===== config.mk =====
export PLATFORM = sky130hd
export DESIGN_NAME = rx_ring_ptr
export DESIGN_NICKNAME = d
export VERILOG_FILES = /design/src/rtl/rx_ring_ptr.sv
export SDC_FILE = /design/constraint.sdc
export NUM_CORES = 1
export LEC_CHECK = 0
export BUFFER_PORTS_ARGS = -buffer_cell sky130_fd_sc_hd__buf_2
export CAP_MARGIN = 10
export CORE_ASPECT_RATIO = 1.4
export CORE_MARGIN = 2
export CORE_UTILIZATION = 39
export CTS_BUF_LIST = sky130_fd_sc_hd__clkbuf_8
export CTS_CLUSTER_DIAMETER = 80
export DETAILED_ROUTE_END_ITERATION = 8
export PLACE_DENSITY_LB_ADDON = 0.3
export SYNTH_ARGS = -nofsm -noshare
export SYNTH_HDL_FRONTEND = slang
export SYNTH_SLANG_ARGS = --single-unit

===== constraint.sdc =====
create_clock -name clk -period 5.9 [get_ports clk]
set_input_delay 1.475 -clock clk [delete_from_list [all_inputs] [get_ports clk]]
set_output_delay 1.475 -clock clk [all_outputs]
set_load 0.01 [all_outputs]

===== src/rtl/rx_ring_ptr.sv =====
module rx_ring_ptr #(
  parameter int ADDR_W = 13
) (
  input  logic              clk,
  input  logic              rst_n,
  input  logic              clk_rdy,
  input  logic              cfg_we,
  input  logic [3:0]        cfg_addr,
  input  logic [7:0]        cfg_wdata,
  output logic [7:0]        cfg_rdata,
  input  logic              rx_sof,
  input  logic              rx_valid,
  input  logic [7:0]        rx_data,
  input  logic              rx_eof_ok,
  input  logic              rx_eof_err,
  output logic              mem_we,
  output logic [ADDR_W-1:0] mem_addr,
  output logic [7:0]        mem_wdata,
  output logic [ADDR_W-1:0] free_space,
  output logic              overflow,
  output logic              odd_start
);
  localparam int HI_W = ADDR_W - 8;
  localparam logic [ADDR_W-1:0] INC = 1;
  localparam logic [ADDR_W:0] ONE = 1;

  logic [ADDR_W-1:0] st, en, rd, wc, ww, base;
  logic [7:0] rd_lo;
  logic rdy_seen, active, drop, ovf, odd;

  logic ptr_wr, bound_wr, stat_wr;
  logic [ADDR_W-1:0] st_n, ww_nx, rnd;
  logic byte_ok, byte_full, pad_full;

  assign ptr_wr   = cfg_we & rdy_seen & (cfg_addr <= 4'd5);
  assign bound_wr = ptr_wr & (cfg_addr <= 4'd3);
  assign stat_wr  = cfg_we & (cfg_addr == 4'd8);

  always_comb begin
    st_n = st;
    if (ptr_wr && cfg_addr == 4'd0) st_n = {st[ADDR_W-1:8], cfg_wdata};
    if (ptr_wr && cfg_addr == 4'd1) st_n = {cfg_wdata[HI_W-1:0], st[7:0]};
  end

  assign ww_nx     = (ww == en) ? st : ww + INC;
  assign byte_full = (ww_nx == rd);
  assign pad_full  = ww[0] & byte_full;
  assign rnd       = ww[0] ? ww_nx : ww;
  assign byte_ok   = rx_valid & active & ~drop & ~bound_wr &
                     ~rx_sof & ~rx_eof_err & ~rx_eof_ok;

  assign mem_we    = byte_ok & ~byte_full;
  assign mem_addr  = ww;
  assign mem_wdata = rx_data;
  assign overflow  = ovf;
  assign odd_start = odd;

  logic [ADDR_W:0] size, free_w;
  assign size   = {1'b0, en} - {1'b0, st} + ONE;
  assign free_w = (rd > ww) ? ({1'b0, rd} - {1'b0, ww} - ONE)
                            : (size - ({1'b0, ww} - {1'b0, rd}) - ONE);
  assign free_space = free_w[ADDR_W-1:0];

  logic [15:0] st_x, en_x, rd_x, wc_x;
  assign st_x = 16'(st);
  assign en_x = 16'(en);
  assign rd_x = 16'(rd);
  assign wc_x = 16'(wc);

  always_comb begin
    case (cfg_addr)
      4'd0: cfg_rdata = st_x[7:0];
      4'd1: cfg_rdata = st_x[15:8];
      4'd2: cfg_rdata = en_x[7:0];
      4'd3: cfg_rdata = en_x[15:8];
      4'd4: cfg_rdata = rd_x[7:0];
      4'd5: cfg_rdata = rd_x[15:8];
      4'd6: cfg_rdata = wc_x[7:0];
      4'd7: cfg_rdata = wc_x[15:8];
      4'd8: cfg_rdata = {6'b0, odd, ovf};
      default: cfg_rdata = 8'h00;
    endcase
  end

  always_ff @(posedge clk) begin
    if (!rst_n) begin
      st <= '0;
      en <= '1;
      rd <= '0;
      wc <= '0;
      ww <= '0;
      base <= '0;
      rd_lo <= '0;
      rdy_seen <= 1'b0;
      active <= 1'b0;
      drop <= 1'b0;
      ovf <= 1'b0;
      odd <= 1'b0;
    end else begin
      if (clk_rdy) rdy_seen <= 1'b1;

      if (stat_wr) begin
        if (cfg_wdata[0]) ovf <= 1'b0;
        if (cfg_wdata[1]) odd <= 1'b0;
      end

      if (ptr_wr) begin
        case (cfg_addr)
          4'd0: begin
            st[7:0] <= cfg_wdata;
            if (cfg_wdata[0]) odd <= 1'b1;
          end
          4'd1: st[ADDR_W-1:8] <= cfg_wdata[HI_W-1:0];
          4'd2: en[7:0] <= cfg_wdata;
          4'd3: en[ADDR_W-1:8] <= cfg_wdata[HI_W-1:0];
          4'd4: rd_lo <= cfg_wdata;
          4'd5: rd <= {cfg_wdata[HI_W-1:0], rd_lo};
          default: ;
        endcase
      end

      if (bound_wr) begin
        ww <= st_n;
        active <= 1'b0;
        drop <= 1'b0;
      end else if (rx_sof) begin
        active <= 1'b1;
        drop <= 1'b0;
        if (active) ww <= base;
        else base <= ww;
      end else if (rx_eof_err) begin
        if (active) ww <= base;
        active <= 1'b0;
        drop <= 1'b0;
      end else if (rx_eof_ok) begin
        if (active && !drop) begin
          if (pad_full) begin
            ovf <= 1'b1;
            ww <= base;
          end else begin
            ww <= rnd;
            wc <= rnd;
          end
        end
        active <= 1'b0;
        drop <= 1'b0;
      end else if (byte_ok) begin
        if (byte_full) begin
          ovf <= 1'b1;
          drop <= 1'b1;
          ww <= base;
        end else begin
          ww <= ww_nx;
        end
      end
    end
  end
endmodule



==> Word level (Yosys, flattened, before mapping) <==
Cells that the tools add are included.
{ "totals": {"regBits": 91, "latch_bits": 0, "mem_bits_rw": 0, "rom_bits": 0, "inputBits": 28, "out_inout_bits": 45, "wordCells": 108, "n_memories": 0} }
{ "op_classes": {"addsub": 8, "mul": 0, "n_div": 0, "magnitude_cmp": 3, "n_eq_ne": 11, "n_shift": 0, "mux": 33, "bitwise": 20, "n_reduce_logical": 19} }
{ "op_table": {"columns": ["op", "n"], "rows": [
  ["$mux W13", 13],
  ["$pmux W8 S9", 1],
  ["$sub A13 B13 Y13", 4],
  ["$add A13 B1 Y13 const B", 2],
  ["$eq A13 B13 Y1", 2],
  ["$sub A13 B1 Y13 const B", 2],
  ["$mux W1", 18],
  ["$reduce_and A2 Y1", 9],
  ["$eq A4 B3 Y1 const B", 4],
  ["$gt A13 B13 Y1", 1],
  ["$and A1 B1 Y1", 12],
  ["$eq A4 B2 Y1 const B", 2],
  ["$mux W8", 1],
  ["$not A1 Y1", 8],
  ["$reduce_and A6 Y1", 1],
  ["$ne A5 B2 Y1 const B", 1],
  ["$reduce_bool A5 Y1", 1],
  ["$reduce_or A5 Y1", 1],
  ["$eq A4 B1 Y1 const B", 1],
  ["$eq A4 B4 Y1 const B", 1],
  ["$le A4 B2 Y1 const B", 1],
  ["$le A4 B3 Y1 const B", 1],
  ["$logic_not A4 Y1", 1],
  ["$logic_and A1 B1 Y1", 3],
  ["other kinds (3)", 3]
]} }

==> Longest topological paths before layout <==
{ "logic_depth": {"ltp_word": 13, "mapped_depth": 19, "mapped_depth_nobuf": 18} }

==> Worst setup path before layout <==
No wires, ideal clock.
{ "synth_timing": {"kind": "register to output", "from": "register ww[0] (netlist: mem_addr[0])", "to": "output free_space[12]", "t_arrival_ns": 4.226, "required_time_ns": 4.425, "setup_slack_ns": 0.199, "path_stages_with_launch": 20, "n_path_buf": 1, "path_cell_list": "dfxtp_1 -> clkbuf_1 -> clkinv_1 -> fa_1 -> inv_1 -> fa_1 -> inv_1 -> ha_1 -> inv_1 -> fa_1 -> nor2b_1 -> o21ai_0 -> a21oi_1 -> o21ai_0 -> nand2b_1 -> a21o_1 -> a41o_1 -> o41a_1 -> xnor2_1 -> mux2i_1"} }
{ "synth_via": {"elab_chain_cells": 4, "elab_cells_between_ends": 7, "classes_between": "add/sub (5); order compare (1); mux (1)"} }
{ "synth_rtl": {"columns": ["item", "line", "source"], "rows": [
  ["start: declaration", "27", "logic [ADDR_W-1:0] st, en, rd, wc, ww, base;"],
  ["start signal: assignment", "123", "ww <= st_n;"],
  ["start signal: assignment", "129", "if (active) ww <= base;"],
  ["start signal: assignment", "132", "if (active) ww <= base;"],
  ["$sub A13 B13 Y13 (2 in series)", "61", ": (size - ({1'b0, ww} - {1'b0, rd}) - ONE);"],
  ["$sub A13 B1 Y13", "61", null],
  ["$mux W13 *", "60", "assign free_w = (rd > ww) ? ({1'b0, rd} - {1'b0, ww} - ONE)"],
  ["end: declaration", "19", "output logic [ADDR_W-1:0] free_space,"]
]} }
Mark *: on every way between the ends. The rest lies on a longest branch, timed or not.

==> Worst setup path after layout <==
Ends and elaborated chain as after synthesis.

==> impl_metrics.env <==
export IMPL_status="completed"
export IMPL_place_hpwl_um=18100
export IMPL_num_vias=6436
export IMPL_rows=59
export IMPL_placed_area_um2=7868
export IMPL_drc=0
export IMPL_pre_cts_slack_ns=0.6042
export IMPL_seq_area_frac_synth_pct=24.45
export IMPL_yosys_cell_types_count=67
export IMPL_diodes=0
export IMPL_dieArea_um2=20240
export IMPL_min_to="wc[1]"
export IMPL_grt_start_max_net_pins=63
export IMPL_end_kind="primary output"
export IMPL_clk_pin_slew_ns=0.10
export IMPL_synth_async_sr_flop_share_pct=0
export IMPL_pwr_share_clk_pct=26.9
export IMPL_yosysTopAreaCellShare_pct=24.45
export IMPL_io_buffers=56
export IMPL_nNetsFinal=977
export IMPL_slew_headroom_pct=20.00
export IMPL_fin_ws_ns=0.3369
export IMPL_regArea_um2=1823
export IMPL_switchingPower_uw=605.9
export IMPL_cts_inserted_buffers=9
export IMPL_r2r_slack_ns=1.86
export IMPL_syn_to_final_growth_pct=8.413
export IMPL_syn_area_um2=7451
export IMPL_dpl_cell_count=1129
export IMPL_tns_ns=0
export IMPL_reg2reg_from="mem_addr[0]"
export IMPL_holdBufCountCts=0
export IMPL_reg2reg_depth=12
export IMPL_ctsHtreeMaxLevel=3
export IMPL_antenna_found_initial=0
export IMPL_yosys_warnings=0
export IMPL_dieWidth_um=120.8
export IMPL_required_ns=4.43
export IMPL_ys_flop_type="dfxtp_1"
export IMPL_synth_commonest_cells="nand2_1 (100), dfxtp_1 (91), mux2i_1 (83)"
export IMPL_syn_inst=877
export IMPL_hold_viol=0
export IMPL_clk_latency_ns=0.39
export IMPL_vias_per_cell=5.621
export IMPL_grt_pass1_wl_um=36180
export IMPL_crit_type="register to primary output"
export IMPL_wl_per_cell_um=20.60
export IMPL_tightestPinTransition_ns=1.195
export IMPL_synth_edff_count=0
export IMPL_cts_root_buf="clkbuf_8"
export IMPL_yosysTopAreaCell="dfxtp_1"
export IMPL_instances_no_fill=1145
export IMPL_leakagePower_nw=3.415
export IMPL_syn_nets=958
export IMPL_powerDensity_nw_per_um2=209.0
export IMPL_io_pins=73
export IMPL_drv_cap=0
export IMPL_hold_path_class="register to register"
export IMPL_yosys_top_cells_area="dfxtp_1 (24%), mux2i_1 (11%), fa_1 (6.7%)"
export IMPL_setup_viol=0
export IMPL_cts_path_max_buffers=2
export IMPL_final_util_pct=43.25
export IMPL_die_h_um=167.5
export IMPL_crit_path_start_kind="register"
export IMPL_design_area_um2=8078
export IMPL_drive_gt1_share_pct=13.65
export IMPL_coreArea_um2=18680
export IMPL_nFillCells=1859
export IMPL_overflow=0
export IMPL_crit_path_max_fanout=2
export IMPL_timing_fmax_mhz=179.8
export IMPL_intPower_mw=1.082
export IMPL_skew_ns=0.01450
export IMPL_power_mw=1.688
export IMPL_initial_core_util_pct=39.89
export IMPL_hold_depth=2
export IMPL_drtAntennaViolNets=0
export IMPL_grt_pass1_vias=6355
export IMPL_cts_tree="done"
export IMPL_whs_ns=0.4601
export IMPL_drv_slew=0
export IMPL_wl_um=23590
export IMPL_swShare_pct=35.90
export IMPL_hp_start="wc[1]"
export IMPL_grt_use_total_pct=23.50
export IMPL_multiInputGateArea_um2=5106
export IMPL_drt_iter0_markers=432
export IMPL_ys_seq_elements=91
export IMPL_rsz0062_at_grt="false"
export IMPL_first_pass_iters=5
export IMPL_peakVddDrop_mv=0.08783
export IMPL_period_share_pct=94.29
export IMPL_gp_congestion=0.9464
export IMPL_cp_data_arrival_time_ns=4.09
export IMPL_timing_rr_end="wc[3]"
export IMPL_syn_avg_cell_area_um2=8.496
export IMPL_period_needed_ns=5.563
export IMPL_cts_sinks=91
export IMPL_p_seq_share_pct=38.9
export IMPL_yosysMostFrequentCell="nand2_1"
export IMPL_pwr_share_comb_pct=34.2
==> state kept, by name (all words and copies together) (netlist names) <==
register and flops:
rd_lo 8, en 13, odd_start 1, base 13, mem_addr 13, active 1
rdy_seen 1, drop 1, wc 13, st 13, rd 13, overflow 1
==> placed cells by master, fill, tap and decap left out, types with 8 or more instances in the layout <==
cell type / count
a21boi_0: 22
a21o_1: 15
a21oi_1: 44
a31oi_1: 8
buf_2: 56
buf_4: 15
clkbuf_8: 10
dfxtp_1: 90
fa_1: 24
ha_1: 28
inv_1: 66
mux2i_1: 83
nand2_1: 100
nand3_1: 16
nor2_1: 41
nor2b_1: 48
nor3_1: 11
o211ai_1: 11
o21ai_0: 28
o221ai_1: 11
xnor2_1: 30
xor2_1: 26
==> worst max-delay path, stage by stage, from the launching register on <==
cell      delay (ns)
dfxtp_1         0.35
clkinv_1        0.10
fa_1            0.54
inv_1           0.06
fa_1            0.47
inv_1           0.04
ha_1            0.19
inv_1           0.07
fa_2            0.21
nor2b_1         0.06
o21ai_2         0.13
a21oi_1         0.09
o21ai_1         0.12
nand2b_1        0.09
a21o_1          0.21
a41o_1          0.26
o41a_1          0.32
xnor2_1         0.13
mux2i_1         0.13
buf_2           0.15
==> what timing repair did <==
action | CTS | global route
buffers inserted | 0 | 0
hold endpoints to repair | 0 | 0
gates resized for setup | 0 | 5
setup endpoints to repair | 0 | 2
==> routing by layer <==
metal / global-route usage [%] / vias to the layer above / wire length, µm
met4: 13.60 / 0 / 1358
met3: 2.861 / 65 / 1177
met1: 28.05 / 3070 / 9492
met5: 0 / - / 0
li1: - / 3078 / -
met2: 40.24 / 223 / 11560
==> power groups by stage <==
stage          clock, mW  combinational, mW  sequential (mW)
6_report           0.454              0.578            0.656
5_1_grt            0.486              0.635            0.660
4_1_cts            0.462              0.577            0.656
3_5_place_dp           0              0.575            0.670
3_3_place_gp           0              0.572            0.669
2_1_floorplan          0              0.407            0.661
==> how the worst max path moves through the flow <==
stage | start | depth (start not counted) | to | slack, ns
2_1_floorplan | mem_addr[0] | 19 | free_space[12] | 0.20
3_5_place_dp | mem_addr[0] | 19 | free_space[12] | 0.60
6_report | mem_addr[0] | 19 | free_space[12] | 0.34
3_3_place_gp | mem_addr[0] | 19 | free_space[12] | 0.63
4_1_cts | mem_addr[0] | 19 | free_space[12] | 0.18
5_1_grt | mem_addr[0] | 19 | free_space[12] | 0.006
==> final cells by class <==
class                   count  share of cell area [%]
multi-input cells         657                   63.21
repair buffers             71                   4.864
clock buffers              10                   1.704
inverters                  66                   3.067
clock inverters             6                  0.8055
flip-flops and latches     91                   22.57
well taps                 244                   3.779
==> cells by family after synthesis <==
| logic type | Yosys count | share of synthesized area (%) |
|---|---|---|
| multiplexers | 99 | 14.78 |
| AO/OA/AOI/OAI | 182 | 16.93 |
| flip-flops | 91 | 24.45 |
| buffers and inverters | 129 | 7.473 |
| AND/OR/NAND/NOR | 266 | 18.07 |
| adder cells (fa/ha/maj) | 53 | 11.42 |
| XOR/XNOR | 57 | 6.885 |
(Power assumes the default switching activity.)
